==> src/rtl/rate_class_det.sv <==
module rate_class_det #(
  parameter int REF_HZ      = 10_000_000,
  parameter int RISE_HZ     = 88_200,
  parameter int FALL_HZ     = 54_000,
  parameter int MIN_RATE_HZ = 22_000,
  parameter int MAX_RATE_HZ = 108_000,
  localparam int HI_MAX  = REF_HZ / RISE_HZ,
  localparam int LO_MIN  = (REF_HZ + FALL_HZ - 1) / FALL_HZ,
  localparam int CNT_MIN = (REF_HZ + MAX_RATE_HZ - 1) / MAX_RATE_HZ,
  localparam int CNT_MAX = REF_HZ / MIN_RATE_HZ,
  localparam int SAT     = CNT_MAX + 1,
  localparam int CW      = $clog2(SAT + 1)
) (
  input  logic          clk_i,
  input  logic          rst_ni,
  input  logic          strobe_i,
  input  logic          lock_i,
  input  logic          xtal_mode_i,
  input  logic          xtal_hi_i,
  output logic          high_rate_o,
  output logic [CW-1:0] period_o,
  output logic          out_of_range_o
);

  localparam logic [CW-1:0] SAT_C  = CW'(SAT);
  localparam logic [CW-1:0] HI_C   = CW'(HI_MAX);
  localparam logic [CW-1:0] LO_C   = CW'(LO_MIN);
  localparam logic [CW-1:0] MIN_C  = CW'(CNT_MIN);
  localparam logic [CW-1:0] MAX_C  = CW'(CNT_MAX);

  logic [CW-1:0] cnt;
  logic          meas_hi;

  wire in_range = (cnt >= MIN_C) && (cnt <= MAX_C);
  wire accept   = strobe_i && lock_i && in_range;
  wire go_hi    = accept && (cnt <= HI_C);
  wire go_lo    = accept && (cnt >= LO_C);
  wire sat_now  = !strobe_i && (cnt == SAT_C - CW'(1));

  assign high_rate_o = xtal_mode_i ? xtal_hi_i : meas_hi;

  always_ff @(posedge clk_i) begin
    if (!rst_ni) begin
      cnt            <= SAT_C;
      meas_hi        <= 1'b0;
      period_o       <= '0;
      out_of_range_o <= 1'b1;
    end else begin
      if (strobe_i) begin
        cnt            <= CW'(1);
        period_o       <= cnt;
        out_of_range_o <= !accept;
      end else if (cnt != SAT_C) begin
        cnt <= cnt + CW'(1);
      end
      if (sat_now) begin
        period_o       <= SAT_C;
        out_of_range_o <= 1'b1;
      end
      if (go_hi)      meas_hi <= 1'b1;
      else if (go_lo) meas_hi <= 1'b0;
    end
  end

  p_rise_r3: assert property (@(posedge clk_i) disable iff (!rst_ni)
    (strobe_i && lock_i && cnt >= MIN_C && cnt <= HI_C) |=> meas_hi);

  p_fall_r4: assert property (@(posedge clk_i) disable iff (!rst_ni)
    (strobe_i && lock_i && cnt >= LO_C && cnt <= MAX_C) |=> !meas_hi);

  p_hold_r5: assert property (@(posedge clk_i) disable iff (!rst_ni)
    (strobe_i && lock_i && cnt > HI_C && cnt < LO_C) |=> $stable(meas_hi));

  p_unlocked_r6: assert property (@(posedge clk_i) disable iff (!rst_ni)
    (strobe_i && !lock_i) |=> ($stable(meas_hi) && out_of_range_o));

  p_saturate_r7: assert property (@(posedge clk_i) disable iff (!rst_ni)
    (!strobe_i && cnt == SAT_C - CW'(1)) |=> (period_o == SAT_C && out_of_range_o));

endmodule

==> config.mk <==
export PLATFORM = sky130hd
export DESIGN_NAME = rate_class_det
export DESIGN_NICKNAME = d
export VERILOG_FILES = /design/src/rtl/rate_class_det.sv
export SDC_FILE = /design/constraint.sdc
export NUM_CORES = 1
export LEC_CHECK = 0
export BUFFER_PORTS_ARGS = -buffer_cell sky130_fd_sc_hd__buf_2
export CAP_MARGIN = 5
export CORE_UTILIZATION = 51
export CTS_BUF_LIST = sky130_fd_sc_hd__clkbuf_8
export DETAILED_ROUTE_END_ITERATION = 10
export PLACE_DENSITY = 0.72
export SYNTH_ARGS = -nofsm -noshare
export SYNTH_HDL_FRONTEND = slang
export SYNTH_SLANG_ARGS = --single-unit
==> constraint.sdc <==
create_clock -name clk_i -period 1.4 [get_ports clk_i]
set_input_delay 0.28 -clock clk_i [delete_from_list [all_inputs] [get_ports clk_i]]
set_output_delay 0.28 -clock clk_i [all_outputs]
set_load 0.01 [all_outputs]
==> results.tsv <==
stage	metric	value	unit
status	failing checks	negative setup slack	
die	area of the die	0.00222	sq mm
logic_synthesis	Post-Synth Simple-Gate Area	20.4	%
drt	drt first-iter violations	36	
die	initial core utilization	57.0	%
logic_synthesis	compound-gate portion of the synthesized area	21.6	%
worst_setup_path	CP startpoint kind	flop	
status	status	finished with violations	
logic_synthesis	synthesized area	0.00104	sq mm
timing	Fin. Hold Viols	0	
timing	Slew Limit Fails	0	
pwr	PwrDens	1080	mW/mm^2
clock_network	CTS tree	yes	
pwr	Pleak	0.599	nW
grt	largest net degree at the start of global routing	18	
logic_synthesis	main combinational cell family by area after synthesis	compound AO/OA/AOI/OAI gates	
logic_synthesis	mux contribution to synthesized area	5.42	%
pwr	VDD IR max	0.791	mV
timing	Final Worst Setup Slack	-48.9	ps
worst_setup_path	CP startpoint	cnt[3]$_SDFFE_PP0N_	
drt	met3 wire length	145	um
drt	routed wire length	2740	um
place	post-DP HPWL	1760	um
min_path	worst hold start	strobe_i	
logic_synthesis	post-synth top area cell	dfxtp_1	
worst_setup_path	Critical Path AT	1640	ps
cells_and_area	most frequent cells in the layout	buf_4 (22), buf_2 (16), dfxtp_1 (15)	
worst_setup_path	Crit Path Category	reg2reg	
clock_network	clock buffer depth	2	
die	total core area	0.00182	sq mm
logic_synthesis	share of the synthesized area in the top cell type	38.6	%
cells_and_area	Fillers	122	
clock_network	CTS buffer count	3	
grt	global-route wire length before repair	4020	um
place	routability cong.	0.939	
die	# IOs	17	
cells_and_area	commonest non-fill, non-tap cell in the layout	buf_4	
timing	setup repair after global routing missed its margin	yes	
die	chip height	47.1	um
drt	max layer used	met4	
min_path	Hold Path Class	in2reg	
die	Row Count	15	
logic_synthesis	synth warn	0	
worst_setup_path	Critical Path Sink Type	flop	
logic_synthesis	Syn Area/Cell	9.03	sq um
timing	crit path time final	1450	ps
worst_setup_path	Critical Path RT	1590	ps
drt	Routed wire per std cell	15.7	um
clock_network	Hold Buf Count CTS	0	
cells_and_area	Multi-input gate area	633	sq um
clock_network	Skew-Pair Late Insertion Delay	260	ps
logic_synthesis	Post-Synthesis Cells	115	
grt	vias in the first global route	924	
logic_synthesis	Synth Area in XOR/XNOR	4.22	%
drt	met2 wire len	1310	um
worst_setup_path	reg-to-reg startpoint	cnt[3]$_SDFFE_PP0N_	
timing	Slew HR	76.7	%
drt	Pre-antenna DRT Iters	4	
clock_network	Worst-path clk slew	80	ps
logic_synthesis	synth top area cells	dfxtp_1 (39%), o221a_2 (5.4%), nand2_1 (4.0%)	
clock_network	root buffer cell	clkbuf_8	
drt	met1 WL	1210	um
cells_and_area	ANT cells	0	
grt	GRT Total Usage	26.5	%
cells_and_area	layout cells sized above 1	49.0	%
grt	GR Overflow Total	0	
clock_network	clk sinks	20	
cells_and_area	Layout Cells excl Fill	174	
timing	Tcrit/Tclk final	103	%
logic_synthesis	Synth Area in Adders	3.61	%
cells_and_area	final instance area	0.00142	sq mm
place	post-place instance area	0.00125	sq mm
worst_setup_path	Critical Path Fanout Max	5	
timing	skew final	5.62	ps
place	Port Buffers	16	
clock_network	H-Tree Depth	1	
logic_synthesis	async set-or-reset flop fraction in the synthesized netlist	0	%
logic_synthesis	post-synthesis sequential area ratio	38.6	%
timing	fmax	0.690	GHz
drt	remaining antenna violation count	0	
cells_and_area	register area	412	sq um
drt	drc violations	0	
die	die width	47.1	um
cells_and_area	P&R area growth vs syn	36.6	%
drt	vias per cell	5.83	
timing	actual slew at the worst max-slew pin	348	ps
cells_and_area	Layout Nets	159	
timing	Final setup viols	7	
logic_synthesis	FF+latch count, synth	20	
logic_synthesis	Distinct cells, synth	40	
logic_synthesis	Post-synth EDFFs	0	
grt	initial antenna violation count	0	
flow_run	max-cap viol count	0	
place	Inst Count DP	167	
logic_synthesis	prevailing post-synth register cell	dfxtp_1	
drt	via count	1015	
logic_synthesis	synthesized net count	124	
-- synthesized netlist by cell type (all sizes together), types with 3 or more instances --
master	n
nor3	7
dfxtp	20
nand2	11
clkbuf	3
o221a	5
o31ai	3
mux2i	3
a21oi	4
ha	3
buf	6
o21ai	8
xnor2	4
nor2	10
nand3	6
inv	3
-- flip-flops by register name (all words and copies together), names as in the netlist --
name	cells
cnt	9
meas_hi	1
out_of_range_o	1
period_o	9
-- through the flow --
step	TNS (ps)	worst slack (ps)	power, mW	util (%)	hold WS (ps)
6_report	-171	-48.9	1.54	77.9	322
2_1_floorplan	-19.2	-19.2	0.820	-	471
4_1_cts	-25.1	-25.1	1.51	74.4	314
3_3_place_gp	-146	-44.9	0.925	68.9	461
3_5_place_dp	-368	-73.3	0.931	68.9	467
5_1_grt	-742	-190	1.60	77.9	331
-- layout make-up --
class / instances / area share (%)
Timing Repair Buffer: 39 / 18.1
Multi-Input combinational cell: 82 / 44.6
Clock inverter: 1 / 2.12
Clock buffer: 3 / 2.91
Inverter: 4 / 1.06
Sequential cell: 20 / 29.0
Tap cell: 25 / 2.20
-- critical path, stage by stage, from the launching register on --
cell	delay, ps
dfxtp_4	370
buf_6	130
nor3_4	260
nand2_2	150
o31ai_4	330
o21bai_1	150
-- per-layer routing --
layer	global-route usage, %	up-vias
li1	-	479
met3	5.00	10
met4	17.7	0
met5	0	-
met1	33.4	483
met2	41.1	43
-- logic make-up (layout without fill, tap and decap cells) --
kind of cell | count (synthesis) | count (layout)
multiplexers | 5 | 5
AND/OR/NAND/NOR | 40 | 40
flip-flops | 20 | 20
buffers and inverters | 13 | 47
XOR/XNOR | 5 | 5
AO/OA/AOI/OAI | 29 | 29
adder cells (fa/ha/maj) | 3 | 3
-- where the power goes --
part	switching, mW	total, mW	internal, mW
sequential	0.0317	0.635	0.604
clock	0.186	0.568	0.381
combinational	0.175	0.336	0.161
total	0.392	1.54	1.15
-- what timing repair did --
action                     in CTS  in global routing
resized for setup               6                 13
setup endpoints to repair      13                 16
buffers inserted                1                  2
gates cloned                    0                  0
pin swaps                       2                  8
-- path summary, 6_finish.rpt --
path	endpoint	slack [ps]	cells past startpoint
setup / recovery	out_of_range_o$_SDFFE_PP1P_	-50	5
hold / removal	cnt[1]$_SDFFE_PN1P_	320	2
setup reg to reg	out_of_range_o$_SDFFE_PP1P_	-50	5
hold reg to reg	period_o[8]$_SDFFE_PN0P_	480	2
(Power assumes the default switching activity.)
